$ cat config.mk
export PLATFORM = sky130hd
export DESIGN_NAME = ld_queue
export DESIGN_NICKNAME = d
export VERILOG_FILES = /design/src/rtl/ld_queue_pkg.sv /design/src/rtl/ld_free_pick.sv /design/src/rtl/ld_age_matrix.sv /design/src/rtl/ld_overlap.sv /design/src/rtl/ld_queue.sv
export SDC_FILE = /design/constraint.sdc
export NUM_CORES = 1
export LEC_CHECK = 0
export BUFFER_PORTS_ARGS = -buffer_cell sky130_fd_sc_hd__buf_2
export CORE_MARGIN = 1.5
export CORE_UTILIZATION = 35
export CTS_BUF_LIST = sky130_fd_sc_hd__clkbuf_4 sky130_fd_sc_hd__clkbuf_8
export DETAILED_ROUTE_END_ITERATION = 16
export PLACE_DENSITY_LB_ADDON = 0.1
export SLEW_MARGIN = 20
export SYNTH_ARGS = -nofsm -noshare
export SYNTH_HDL_FRONTEND = slang
export SYNTH_SLANG_ARGS = --single-unit
$ cat constraint.sdc
create_clock -name clk_i -period 3.55 [get_ports clk_i]
set_input_delay 0.355 -clock clk_i [delete_from_list [all_inputs] [get_ports clk_i]]
set_output_delay 0.355 -clock clk_i [all_outputs]
set_load 0.03 [all_outputs]
$ cat src/rtl/ld_queue_pkg.sv
package ld_queue_pkg;
  typedef enum logic [2:0] {
    LS_EXEC,
    LS_WAIT_TAG,
    LS_WAIT_FREE,
    LS_READY,
    LS_DONE
  } ld_state_e;

  // size code: 0 byte, 1 half, 2 word
  function automatic logic [3:0] byte_span(input logic [1:0] lo, input logic [1:0] sz);
    case (sz)
      2'd0:    return 4'b0001 << lo;
      2'd1:    return lo[1] ? 4'b1100 : 4'b0011;
      default: return 4'b1111;
    endcase
  endfunction
endpackage

$ cat src/rtl/ld_free_pick.sv
module ld_free_pick #(
  parameter int DEPTH = 8,
  parameter int IDX_W = $clog2(DEPTH)
) (
  input  logic [DEPTH-1:0] valid_i,
  output logic             found_o,
  output logic [IDX_W-1:0] idx_o
);
  always_comb begin
    found_o = 1'b0;
    idx_o   = '0;
    for (int i = DEPTH - 1; i >= 0; i--) begin
      if (!valid_i[i]) begin
        found_o = 1'b1;
        idx_o   = IDX_W'(i);
      end
    end
  end
endmodule

$ cat src/rtl/ld_age_matrix.sv
module ld_age_matrix #(
  parameter int DEPTH = 8,
  parameter int IDX_W = $clog2(DEPTH)
) (
  input  logic             clk_i,
  input  logic             rst_ni,
  input  logic             alloc_fire_i,
  input  logic [IDX_W-1:0] alloc_idx_i,
  input  logic [DEPTH-1:0] req_i,
  output logic [DEPTH-1:0] gnt_o
);
  // older_q[j][i] set: slot j was allocated before slot i
  logic [DEPTH-1:0] older_q [DEPTH];

  always_ff @(posedge clk_i or negedge rst_ni) begin
    if (!rst_ni) begin
      for (int j = 0; j < DEPTH; j++) older_q[j] <= '0;
    end else if (alloc_fire_i) begin
      for (int j = 0; j < DEPTH; j++) older_q[j][alloc_idx_i] <= (j != int'(alloc_idx_i));
      older_q[alloc_idx_i] <= '0;
    end
  end

  for (genvar i = 0; i < DEPTH; i++) begin : g_col
    logic [DEPTH-1:0] col;
    for (genvar j = 0; j < DEPTH; j++) begin : g_bit
      assign col[j] = older_q[j][i];
    end
    assign gnt_o[i] = req_i[i] && !(|(req_i & col));
  end
endmodule

$ cat src/rtl/ld_overlap.sv
module ld_overlap
  import ld_queue_pkg::*;
#(
  parameter int DEPTH  = 8,
  parameter int ADDR_W = 32
) (
  input  logic [ADDR_W-1:0] ld_addr_i [DEPTH],
  input  logic [1:0]        ld_size_i [DEPTH],
  input  logic [ADDR_W-1:0] st_addr_i,
  input  logic [1:0]        st_size_i,
  output logic [DEPTH-1:0]  hit_o
);
  logic [3:0] st_mask;
  assign st_mask = byte_span(st_addr_i[1:0], st_size_i);

  for (genvar i = 0; i < DEPTH; i++) begin : g_ent
    logic [3:0] ld_mask;
    logic       same_word;
    assign ld_mask   = byte_span(ld_addr_i[i][1:0], ld_size_i[i]);
    assign same_word = ld_addr_i[i][ADDR_W-1:2] == st_addr_i[ADDR_W-1:2];
    assign hit_o[i]  = same_word && |(ld_mask & st_mask);
  end
endmodule

$ cat src/rtl/ld_queue.sv
module ld_queue
  import ld_queue_pkg::*;
#(
  parameter int DEPTH  = 8,
  parameter int ADDR_W = 32,
  parameter int ROB_W  = 5,
  parameter int MQ_W   = 2,
  parameter int IDX_W  = $clog2(DEPTH)
) (
  input  logic              clk_i,
  input  logic              rst_ni,
  input  logic              flush_i,
  input  logic              alloc_valid_i,
  input  logic [ADDR_W-1:0] alloc_addr_i,
  input  logic [1:0]        alloc_size_i,
  input  logic              alloc_uns_i,
  input  logic [ROB_W-1:0]  alloc_rob_i,
  output logic              alloc_ready_o,
  output logic [IDX_W-1:0]  alloc_idx_o,
  input  logic              upd_valid_i,
  input  logic [IDX_W-1:0]  upd_idx_i,
  input  logic              upd_hit_i,
  input  logic              upd_mq_full_i,
  input  logic              upd_line_rdy_i,
  input  logic [MQ_W-1:0]   upd_mq_tag_i,
  input  logic              fill_valid_i,
  input  logic [MQ_W-1:0]   fill_tag_i,
  input  logic              mq_free_i,
  output logic              rpl_valid_o,
  input  logic              rpl_ready_i,
  output logic [IDX_W-1:0]  rpl_idx_o,
  output logic [ADDR_W-1:0] rpl_addr_o,
  output logic [1:0]        rpl_size_o,
  output logic              rpl_uns_o,
  output logic [ROB_W-1:0]  rpl_rob_o,
  input  logic              st_valid_i,
  input  logic [ADDR_W-1:0] st_addr_i,
  input  logic [1:0]        st_size_i,
  input  logic              ret_valid_i,
  input  logic [IDX_W-1:0]  ret_idx_i,
  output logic              ret_misspec_o
);
  logic [DEPTH-1:0]  valid_q;
  logic [DEPTH-1:0]  mis_q;
  logic [DEPTH-1:0]  ready_vec;
  logic [DEPTH-1:0]  gnt;
  logic [DEPTH-1:0]  st_hit;
  logic [ADDR_W-1:0] addr_q [DEPTH];
  logic [1:0]        size_q [DEPTH];
  logic              uns_q  [DEPTH];
  logic [ROB_W-1:0]  rob_q  [DEPTH];
  logic [MQ_W-1:0]   tag_q  [DEPTH];
  ld_state_e         st_q   [DEPTH];

  logic free_found;
  logic alloc_fire;

  ld_free_pick #(.DEPTH(DEPTH), .IDX_W(IDX_W)) u_free (
    .valid_i (valid_q),
    .found_o (free_found),
    .idx_o   (alloc_idx_o)
  );

  assign alloc_ready_o = free_found;
  assign alloc_fire    = alloc_valid_i && free_found && !flush_i;

  ld_age_matrix #(.DEPTH(DEPTH), .IDX_W(IDX_W)) u_age (
    .clk_i        (clk_i),
    .rst_ni       (rst_ni),
    .alloc_fire_i (alloc_fire),
    .alloc_idx_i  (alloc_idx_o),
    .req_i        (ready_vec),
    .gnt_o        (gnt)
  );

  ld_overlap #(.DEPTH(DEPTH), .ADDR_W(ADDR_W)) u_ovl (
    .ld_addr_i (addr_q),
    .ld_size_i (size_q),
    .st_addr_i (st_addr_i),
    .st_size_i (st_size_i),
    .hit_o     (st_hit)
  );

  for (genvar i = 0; i < DEPTH; i++) begin : g_ent
    logic alloc_me, upd_me, ret_me, rpl_me, wake_tag;
    assign alloc_me = alloc_fire && (alloc_idx_o == IDX_W'(i));
    assign upd_me   = upd_valid_i && (upd_idx_i == IDX_W'(i)) && st_q[i] == LS_EXEC;
    assign ret_me   = ret_valid_i && (ret_idx_i == IDX_W'(i));
    assign rpl_me   = gnt[i] && rpl_ready_i;
    assign wake_tag = fill_valid_i && (fill_tag_i == tag_q[i]);
    assign ready_vec[i] = valid_q[i] && st_q[i] == LS_READY;

    always_ff @(posedge clk_i or negedge rst_ni) begin
      if (!rst_ni) begin
        valid_q[i] <= 1'b0;
        mis_q[i]   <= 1'b0;
        addr_q[i]  <= '0;
        size_q[i]  <= '0;
        uns_q[i]   <= 1'b0;
        rob_q[i]   <= '0;
        tag_q[i]   <= '0;
        st_q[i]    <= LS_DONE;
      end else if (flush_i) begin
        valid_q[i] <= 1'b0;
      end else if (alloc_me) begin
        valid_q[i] <= 1'b1;
        mis_q[i]   <= 1'b0;
        addr_q[i]  <= alloc_addr_i;
        size_q[i]  <= alloc_size_i;
        uns_q[i]   <= alloc_uns_i;
        rob_q[i]   <= alloc_rob_i;
        st_q[i]    <= LS_EXEC;
      end else if (valid_q[i]) begin
        if (ret_me) valid_q[i] <= 1'b0;
        if (st_valid_i && st_hit[i]) mis_q[i] <= 1'b1;
        case (st_q[i])
          LS_EXEC: begin
            if (upd_me) begin
              if (upd_hit_i)           st_q[i] <= LS_DONE;
              else if (upd_line_rdy_i) st_q[i] <= LS_READY;
              else if (upd_mq_full_i)  st_q[i] <= LS_WAIT_FREE;
              else begin
                tag_q[i] <= upd_mq_tag_i;
                // line may land in the same cycle the tag is learned
                st_q[i]  <= (fill_valid_i && fill_tag_i == upd_mq_tag_i) ? LS_READY : LS_WAIT_TAG;
              end
            end
          end
          LS_WAIT_TAG:  if (wake_tag)  st_q[i] <= LS_READY;
          LS_WAIT_FREE: if (mq_free_i) st_q[i] <= LS_READY;
          LS_READY:     if (rpl_me)    st_q[i] <= LS_EXEC;
          default: ;
        endcase
      end
    end
  end

  always_comb begin
    rpl_idx_o = '0;
    for (int i = 0; i < DEPTH; i++) begin
      if (gnt[i]) rpl_idx_o = IDX_W'(i);
    end
  end

  assign rpl_valid_o   = |gnt;
  assign rpl_addr_o    = addr_q[rpl_idx_o];
  assign rpl_size_o    = size_q[rpl_idx_o];
  assign rpl_uns_o     = uns_q[rpl_idx_o];
  assign rpl_rob_o     = rob_q[rpl_idx_o];
  assign ret_misspec_o = ret_valid_i && valid_q[ret_idx_i] && mis_q[ret_idx_i];
endmodule

* After elaboration in Yosys (flattened, before gate mapping)
Cells that the tools add are included.
** Word-level totals
- Register bits :: 440
- Input port bits :: 97
- Output and inout port bits :: 49
- Logic and storage cells :: 597
** Operators by class
- $lt $le $gt $ge :: 6
- Eq/ne operators :: 110
- Shift operators :: 9
- Muxes and demuxes :: 178
- Bitwise logic cells :: 32
- Reduce and logical (&&, ||, !) cells :: 190
** Operators with widths (count)
- 30-bit == test :: 8
- 3-bit 2-to-1 mux :: 56
- 32-bit binary-select mux with 3-bit select :: 1
- 3-bit != test (second input constant) :: 32
- 3-bit case mux with 4 select lines :: 8
- 1-bit logical AND :: 87
- 4-bit case mux with 2 select lines :: 9
- 8-bit OR reduction :: 9
- 1-bit 2-to-1 mux :: 70
- 3-bit by 2-bit == test with 1-bit output (second input constant) :: 22
- 64-bit AND :: 1
- 8-bit AND :: 8
- 8-bit bitwise mux :: 8
- 32-bit 2-to-1 mux :: 2
- 64-bit inverter :: 1
- 8-bit AND reduction :: 8
- 7-bit AND reduction :: 8
- 5-bit nonzero test :: 8
- 3-bit == test (second input constant) :: 12
- 4-bit 2-to-1 mux :: 9
- 1-bit by 2-bit left shift with 4-bit output (first input constant) :: 9
- 3-bit by 1-bit == test with 1-bit output (second input constant) :: 11
- 3-bit logical NOT :: 11
- 4-bit AND :: 8
- other kinds (26) :: 119

* Longest topological paths before layout
Gate-level depths: netlist (run 1).
- Depth in word-level cells :: 17
- Gate-level depth with buffers :: 14
- Gate-level depth less buffers :: 9

* Hierarchy
Synthesis (run 1) repeated with hierarchy kept, for this count alone.
** Unflattened totals
- Cell total of the unflattened synthesis :: 2420
- Area total of the unflattened synthesis :: 23800.3 um^2
** Modules (own cells, without submodules)
- ld_queue :: instances 1, cells each 1740, area an instance 17952.2 um^2, sequential area each 9419.0 um^2
- ld_overlap :: instances 1, cells each 398, area an instance 3081.7 um^2, sequential area each 0.0 um^2
- ld_age_matrix :: instances 1, cells each 266, area an instance 2687.6 um^2, sequential area each 1601.5 um^2
- ld_free_pick :: instances 1, cells each 16, area an instance 78.8 um^2, sequential area each 0.0 um^2

* Least setup slack after synthesis (run 1)
OpenSTA, ideal clock, no wires.
- Kind :: register to output
- Start point :: register st_q[23] (netlist name)
- End point :: output port rpl_size_o[1]
- Arrival time :: 3.366 ns
- Required time :: 3.195 ns
- Slack :: -0.171 ns
- Cell stages (with the launch flop) :: 14
- Buffers on the path :: 4
- Cell sequence :: dfstp_2 -> and4b_1 -> clkbuf_1 -> a22oi_1 -> nand4b_1 -> or2_1 -> a21o_1 -> buf_2 -> or2_1 -> buf_2 -> buf_2 -> o211ai_1 -> a21oi_1 -> a311oi_1
** On the way
- Word-level cells in the longest chain between the ends :: 17
- Elaborated cells on any way between the ends :: 41
- Those cells by class :: eq/ne: 1; mux: 10; bitwise: 8; reduce/logical: 22
** Ends and longest elaborated chain
- from (decl) :: RTL line ld_queue.sv:53 : ld_state_e st_q [DEPTH];
- from (signal, indexed assignment) :: RTL line ld_queue.sv:125 : st_q[i] <= (fill_valid_i && fill_tag_i == upd_mq_tag_i) ? LS_READY : LS_WAIT_TAG;
- 3-bit by 2-bit == test with 1-bit output (*) :: RTL line ld_queue.sv:91 : assign ready_vec[i] = valid_q[i] && st_q[i] == LS_READY;
- 1-bit logical AND (*) :: RTL line ld_queue.sv:91
- 8-bit AND :: RTL line ld_age_matrix.sv:29 : assign gnt_o[i] = req_i[i] && !(|(req_i & col));
- 8-bit OR reduction :: RTL line ld_age_matrix.sv:29
- 1-bit logical NOT :: RTL line ld_age_matrix.sv:29
- 1-bit logical AND :: RTL line ld_age_matrix.sv:29
- 1-bit 2-to-1 mux :: RTL line ld_queue.sv:141 : if (gnt[i]) rpl_idx_o = IDX_W'(i);
- 3-bit 2-to-1 mux (5 in series) :: RTL line ld_queue.sv:141
- 3-bit 2-to-1 mux (*) :: RTL line ld_queue.sv:141
- 3-bit inverter with 4-bit output (not written as such) (*) :: RTL line ld_queue.sv:147 : assign rpl_size_o = size_q[rpl_idx_o];
- 2-bit binary-select mux with 3-bit select (*) :: RTL line ld_queue.sv:147
- 2-bit 2-to-1 mux (not written as such) (*) (2 in series) :: RTL line ld_queue.sv:147
- to (decl) :: RTL line ld_queue.sv:33 : output logic [1:0] rpl_size_o,
Every way passes the cells marked *; elsewhere a longest branch is shown, timed or not. The select of a mux whose other input is x is not followed.

* Final worst setup path (run 1)
- Start point :: register st_q[17] (netlist name)
- End point :: output port rpl_addr_o[15]
** On the way
- Word-level cells in the longest chain between the ends :: 17
- Elaborated cells on any way between the ends :: 41
- Those cells by class :: eq/ne: 1; mux: 10; bitwise: 8; reduce/logical: 22
** Ends and longest elaborated chain
- 3-bit by 2-bit == test with 1-bit output (*) :: RTL line ld_queue.sv:91
- 1-bit logical AND (*) :: RTL line ld_queue.sv:91
- 8-bit AND :: RTL line ld_age_matrix.sv:29
- 8-bit OR reduction :: RTL line ld_age_matrix.sv:29
- 1-bit logical NOT :: RTL line ld_age_matrix.sv:29
- 1-bit logical AND :: RTL line ld_age_matrix.sv:29
- 1-bit 2-to-1 mux :: RTL line ld_queue.sv:141
- 3-bit 2-to-1 mux (5 in series) :: RTL line ld_queue.sv:141
- 3-bit 2-to-1 mux (*) :: RTL line ld_queue.sv:141
- 3-bit inverter with 4-bit output (not written as such) (*) :: RTL line ld_queue.sv:146 : assign rpl_addr_o = addr_q[rpl_idx_o];
- 32-bit binary-select mux with 3-bit select (*) :: RTL line ld_queue.sv:146
- 32-bit 2-to-1 mux (not written as such) (*) (2 in series) :: RTL line ld_queue.sv:146
- to (decl) :: RTL line ld_queue.sv:32 : output logic [ADDR_W-1:0] rpl_addr_o,
Marks and branches as above.

==> results of run 1 <==
[state kept, by name (all words and copies together), names as in the netlist]
| register | cells |
|---|---|
| addr_q | 256 |
| mis_q | 8 |
| rob_q | 40 |
| size_q | 16 |
| st_q | 24 |
| tag_q | 16 |
| u_age.g_col.col | 64 |
| uns_q | 8 |
| valid_q | 8 |
[cells in the mapped netlist (all sizes together) (35+ instances only)]
master	instances	share of area, %
mux2	56	2.5
xor2	75	2.6
a211oi	77	2.3
nor2	105	1.6
buf	59	1.1
a21oi	112	2.3
nor3	57	1.2
and3	70	1.8
nand3	116	2.3
o2111ai	79	2.8
nand2	979	15
clkbuf	225	3.4
nor4	35	0.90
xnor2	199	7.0
o211ai	80	2.4
o21ai	35	0.70
nand4	49	1.2
dfrtp	432	43
[cells by family (layout without fill, tap and decap cells)]
logic type,after synthesis,count (layout)
xor gates and xnor gates,274,274
AOI/OAI and AO/OA,464,464
DFF,440,440
buffers and inverters,304,591
and+or+nand+nor,1468,1468
other,0,7
muxes,59,59
[stage by stage]
| stage | power [W] | setup slack [ns] | TNS (ns) | util (%) | instances |
|---|---|---|---|---|---|
| final | 0.0141 | -0.741 | -25.37 | 45.4 | 4243 |
| after global routing | 0.0146 | -0.876 | -31.34 | 45.3 | 4237 |
| after CTS | 0.0141 | -0.718 | -26.54 | 44.2 | 4201 |
| after detailed placement | 0.00838 | -0.0345 | -0.0555 | 39.8 | 3986 |
| after global placement | 0.00835 | -0.0316 | -0.0753 | 39.8 | 3986 |
| after floorplan | 0.00731 | 0.0905 | 0 | - | 3009 |
[area by class of cell]
type / count / area (um^2) / share of cell area [%]
clock inverters: 14 / 148 / 0.464
diodes: 7 / 17.5 / 0.0550
well taps: 940 / 1180 / 3.70
repair buffers: 423 / 4240 / 13.3
inverters: 20 / 75.1 / 0.236
multi-input cells: 2265 / 13500 / 42.4
clock buffers: 134 / 1660 / 5.21
flip-flops and latches: 440 / 11000 / 34.6
[worst max-delay path, cell delays in order, from the launching register on]
cell and delay [ns]:
dfstp_2 0.52, and4b_1 0.21, a222oi_1 0.34, nand4b_1 0.17
a221o_1 0.34, nor3_4 0.16, buf_12 0.16, buf_12 0.13
buf_4 0.16, buf_16 0.14, o2111ai_2 0.14, o211ai_1 0.21
a21oi_2 0.11, nor3_2 0.24, buf_4 0.21
[metal layers]
layer / vias up / track usage (%)
met5: - / 0
met4: 4 / 17.2
met3: 339 / 6.22
met2: 1186 / 49.5
met1: 12400 / 40.2
li1: 10700 / -
[what timing repair did]
item,CTS,global route
hold buffers,41,0
setup buffers,16,30
gates cloned,10,9
endpoints found under the setup margin,43,43
pin swaps,38,79
hold endpoints to repair,336,0
resized for setup,124,87
[where the power goes]
group	internal, W	total (W)	switching [W]
Clock	0.00316	0.00555	0.00239
Sequential	0.00544	0.00588	0.000439
Combinational	0.00100	0.00264	0.00164
Total	0.00960	0.0141	0.00447
[worst max-delay path by stage]
stage	from	endpoint	slack, ns
global route	st_q[17]	rpl_addr_o[15]	-0.88
detailed placement	st_q[11]	rpl_size_o[1]	-0.03
global placement	st_q[2]	rpl_addr_o[21]	-0.03
floorplan	st_q[23]	rpl_size_o[1]	0.09
CTS	st_q[17]	rpl_addr_o[22]	-0.72
finish	st_q[17]	rpl_addr_o[15]	-0.74
==> qor.yml, run 1 <==
critical_path:
  reg2reg_depth: 13
  reg2reg_from: "st_q[20]"
  end_kind: "output pin"
  r2r_end: "st_q[5]"
  cp_data_required_time_ns: 3.19
  rrSetupSlack_ns: 0.43
  worstPathArrival_ns: 3.94
  startpoint_type: "flop"
  critPathMaxFanout: 8
  path_class: "reg2out"
floorplan:
  design.die.area_um2: 72700
  start_util_pct: 35.5
  io_pins: 146
  coreArea_um2: 70100
  fp.dieW_um: 270
  fp.dieH_um: 270
  rows: 97
routing:
  firstDrtPassIters: 8
  routed_wl_um: 117000
  wl_met2_um: 53000
  via_count: 24600
  antenna_left: 0
  wl_met3_um: 9010
  viasPerCell: 5.80
  drc: 0
  drt_iter0_markers: 2507
  wl_per_cell_um: 27.7
  wl_met1_um: 47900
  top_layer_used: "met5"
cells_and_area:
  nets: 3332
  layout_commonest_cell: "nand2_1"
  final_cell_mix: "nand2_1 (968), dfrtp_1 (432), xnor2_1 (199), buf_4 (170), nand3_1 (114)"
  finalInstanceArea_um2: 31800
  fill_cells: 6988
  drive_above_1_share_pct: 23.1
  synthToLayoutAreaGrowth_pct: 27.9
outcome:
  violations: "setup timing"
  status: "complete, but fails checks"
cts:
  clk_latency_ns: 0.71
  cts_tree: "done"
  clk_pin_slew_ns: 0.06
  clock_path_buffers: 3
  h-tree-depth: 3
  cts-root-buf: "clkbuf_8"
  cts.sinks: 440
  numCtsBuffers: 85
sta:
  post-route-min-period_ns: 4.29
  slew_headroom_pct: 31.2
  setup_viol: 42
  finalWorstSetupSlack_ns: -0.741
  whs_ns: 0.0525
  rsz0062_at_grt: "true"
  finalHoldViolations: 0
  fin_worst_skew_ns: 0.0239
  finalCritPeriodShare_pct: 121
  tightest_slew_ns: 1.03
  slew_viol_final: 0
  fmax_ghz: 0.233
synthesis:
  synth_edf_count: 0
  synthesis.area_um2: 24900
  syn_inst: 3009
  synth_mux_area_share_pct: 2.71
  synth_xor_area_share_pct: 9.64
  syn_nets: 3106
  synth_cell_type_count: 63
  synth-adder-area-share_pct: 0
  synth_compound_area_share_pct: 13.1
  synth_warnings: 0
  synth_ff_type: "dfrtp_1"
  ys_ff_latch: 440
  ys_seq_area_share_pct: 44.3
  synth_top_family_by_area: "simple AND/OR/NAND/NOR gates"
  syn_avg_cell_area_um2: 8.27
  yosys.area_share.simple_pct: 25.5
  synth-async-reset-ratio_pct: 100
global_routing:
  grtUsageTotal_pct: 31.3
  grt_max_degree: 105
  grt_pass1_vias: 24100
  grt_overflow: 0
  antenna_found_initial: 11
  grt_pass1_wl_um: 169000
hold_path:
  hold_end: "st_q[17]"
  hold_path.class: "in2reg"
  hold_depth: 3
  min_from: "upd_hit_i"
place:
  gp_congestion: 0.986
  place_area_um2: 27900
  hpwl_um: 78500
  portBuffers: 145
power:
  p_leak_nw: 15.0
  irDropWorstVdd_mv: 0.275
  powerDensity_nw_per_um2: 442
flow_run:
  max_cap_violations: 0
(Power assumes the default switching activity.)
==> inputs of run 2 (changes only) <==
RECOVER_POWER = 100   (was not set)
==> run 2 against run 1 <==
  * The flow finishes with violations (capacitance limit, slew limit, setup timing)
  * Non-clock buffer count unchanged
  * Critical path depth decreased by 2
  * Via count shrank 0.15%
  * Critical path type unchanged
==> qor.yml, run 2 (synthesis gave the netlist of run 1 again) <==
outcome:
  status: "complete, but fails checks"
  violations: "capacitance limit, slew limit, setup timing"
hold_path:
  hold_end: "st_q[17]"
  min_from: "upd_hit_i"
  hold_path.class: "in2reg"
  hold_depth: 3  # unchanged
critical_path:
  end_kind: "output pin"
  slowest_stage: "dfstp_2"
  rrSetupSlack_ns: -0.18  # -0.61 ns
  reg2reg_depth: 5  # -8
  worstPathArrival_ns: 3.94  # about the same
  worstPathCellList: "and4b_2, a22oi_2, nand4b_1, or2_4, a21o_4, or2_4, buf_12, buf_4, o211ai_1, a211oi_1, a311oi_2, buf_4"
  cp_data_required_time_ns: 3.19  # about the same
  reg2reg_from: "valid_q[0]"
  r2r_end: "addr_q[213]"
  max_stage_delay_ns: 0.52  # about the same
  startpoint_type: "flop"
  critPathMaxFanout: 5  # -3
  crit_family: "compound AO/OA/AOI/OAI gates"
  worst-path-buf-inv: 3  # -2
  path_class: "reg2out"
floorplan:
  design.die.area_um2: 72700  # unchanged
  fp.dieH_um: 270  # unchanged
  io_pins: 146  # unchanged
  coreArea_um2: 70100  # unchanged
  start_util_pct: 35.5  # unchanged
  fp.dieW_um: 270  # unchanged
  rows: 97  # unchanged
sta:
  post-route-min-period_ns: 4.29  # +0.00347 ns
  whs_ns: 0.0555  # +0.00303 ns
  setup_tns_ns: -29.96  # -4.58 ns
  finalHoldViolations: 0  # unchanged
  finalCritPeriodShare_pct: 121  # about the same
  setup_viol: 87  # +110%
  fin_worst_skew_ns: 0.0221  # -0.00180 ns
  slew_viol_final: 239  # +239
  rsz0062_at_grt: "true"
  fmax_ghz: 0.233  # about the same
  slew_headroom_pct: -83.1  # -110 points
  finalWorstSetupSlack_ns: -0.745  # -0.00346 ns
  tightest_slew_ns: 2.75  # +1.71 ns
global_routing:
  grt_pass1_vias: 24100  # unchanged
  grt_overflow: 0  # unchanged
  grt_pass1_wl_um: 169000  # unchanged
  antenna_found_initial: 11  # unchanged
  grt_max_degree: 105  # unchanged
  grtUsageTotal_pct: 31.3  # unchanged
cts:
  clock_path_buffers: 3  # unchanged
  cts_tree: "done"
  cts-root-buf: "clkbuf_8"
  clk_latency_ns: 0.69  # -0.02 ns
  cts.sinks: 440  # unchanged
  clk_pin_slew_ns: 0.06  # about the same
  numCtsBuffers: 85  # unchanged
  h-tree-depth: 3  # unchanged
cells_and_area:
  synthToLayoutAreaGrowth_pct: 26.9
  nets: 3332  # unchanged
  largest_reg_flops: 256  # unchanged
  largest_register: "addr_q"
  fill_cells: 7027  # +0.56%
  final_cell_mix: "nand2_1 (973), dfrtp_1 (432), xnor2_1 (199), buf_4 (148), nand3_1 (114)"
  drive_above_1_share_pct: 22.3  # -0.85 points
  fin_util_pct: 45.0  # -0.33 points
  layout_commonest_cell: "nand2_1"
power:
  p_leak_nw: 14.9  # -0.85%
  powerDensity_nw_per_um2: 445  # +0.57%
  irDropWorstVdd_mv: 0.276  # +0.34%
  power.total_w: 0.0140  # -0.17%
routing:
  via_count: 24600  # -0.15%
  routed_wl_um: 118000  # +0.22%
  drt_iter0_markers: 2559  # +2.1%
  antenna_left: 0  # unchanged
  wl_per_cell_um: 27.7  # +0.22%
  firstDrtPassIters: 6  # -2
  viasPerCell: 5.79  # -0.15%
  drc: 0  # unchanged
flow_run:
  max_cap_violations: 7  # +7
place:
  hpwl_um: 78500  # unchanged
  gp_congestion: 0.986  # unchanged
  portBuffers: 145  # unchanged
-- run 2: changes by cell type in the layout (fill, tap and decap cells not counted), sizes merged --
cell    previous run  this run
buf              373       341
clkbuf           143       175
-- run 2: power breakdown --
group	switching [W]	total [W]	leakage (nW)	internal, W
sequential	0.000440	0.00588	5.83	0.00544
clock	0.00238	0.00554	0.967	0.00316
combinational	0.00163	0.00262	8.10	0.000991
total	0.00446	0.0140	14.9	0.00959
-- run 2: how the worst max path moves through the flow --
stage                     endpoint  cells past startpoint        from
floorplan            rpl_size_o[1]                     13    st_q[23]
global placement    rpl_addr_o[21]                     13     st_q[2]
detailed placement   rpl_size_o[1]                     12    st_q[11]
CTS                 rpl_addr_o[22]                     15    st_q[17]
global route         rpl_addr_o[9]                     14  valid_q[5]
finish               rpl_size_o[1]                     12    st_q[23]
-- run 2: through the flow --
| stage | setup WS [ns] | cells | instance area [um^2] |
|---|---|---|---|
| floorplan | 0.0905 | 3009 | 25100 |
| global placement | -0.0316 | 3986 | 27900 |
| detailed placement | -0.0345 | 3986 | 27900 |
| CTS | -0.718 | 4201 | 31000 |
| global route | -0.927 | 4237 | 31600 |
| finish | -0.745 | 4243 | 31600 |
-- run 2: worst register-to-register path, stage by stage (launching register included) --
cell      delay (ns)
dfrtp_1         0.35
clkbuf_1        0.57
and2_0          1.88
buf_4           0.66
nand2_1         0.13
nand2_1         0.08
-- run 2: cell type report --
| type | count | area [um^2] | share of cell area, % |
|---|---|---|---|
| clock buffer | 134 | 1660 | 5.24 |
| clock inverter | 14 | 148 | 0.467 |
| inverter | 20 | 75.1 | 0.238 |
| multi-input combinational | 2265 | 13400 | 42.5 |
| antenna | 7 | 17.5 | 0.0555 |
| timing repair buffer | 423 | 4060 | 12.8 |
| sequential | 440 | 11000 | 34.9 |
| tap | 940 | 1180 | 3.72 |
-- run 2: routing by layer --
layer	routed length, um	GRT usage (%)
met1	47600	40.2
met2	52900	49.5
met3	9340	6.22
met4	7730	17.2
met5	63	0
-- run 2: what timing repair did --
action                                 CTS  global route
endpoints found under the hold margin  336             0
setup buffers                           16            30
hold buffers                            41             0
setup endpoints to repair               43            43
gates resized for setup                124            87
gates cloned                            10             9
pin swaps                               38            79
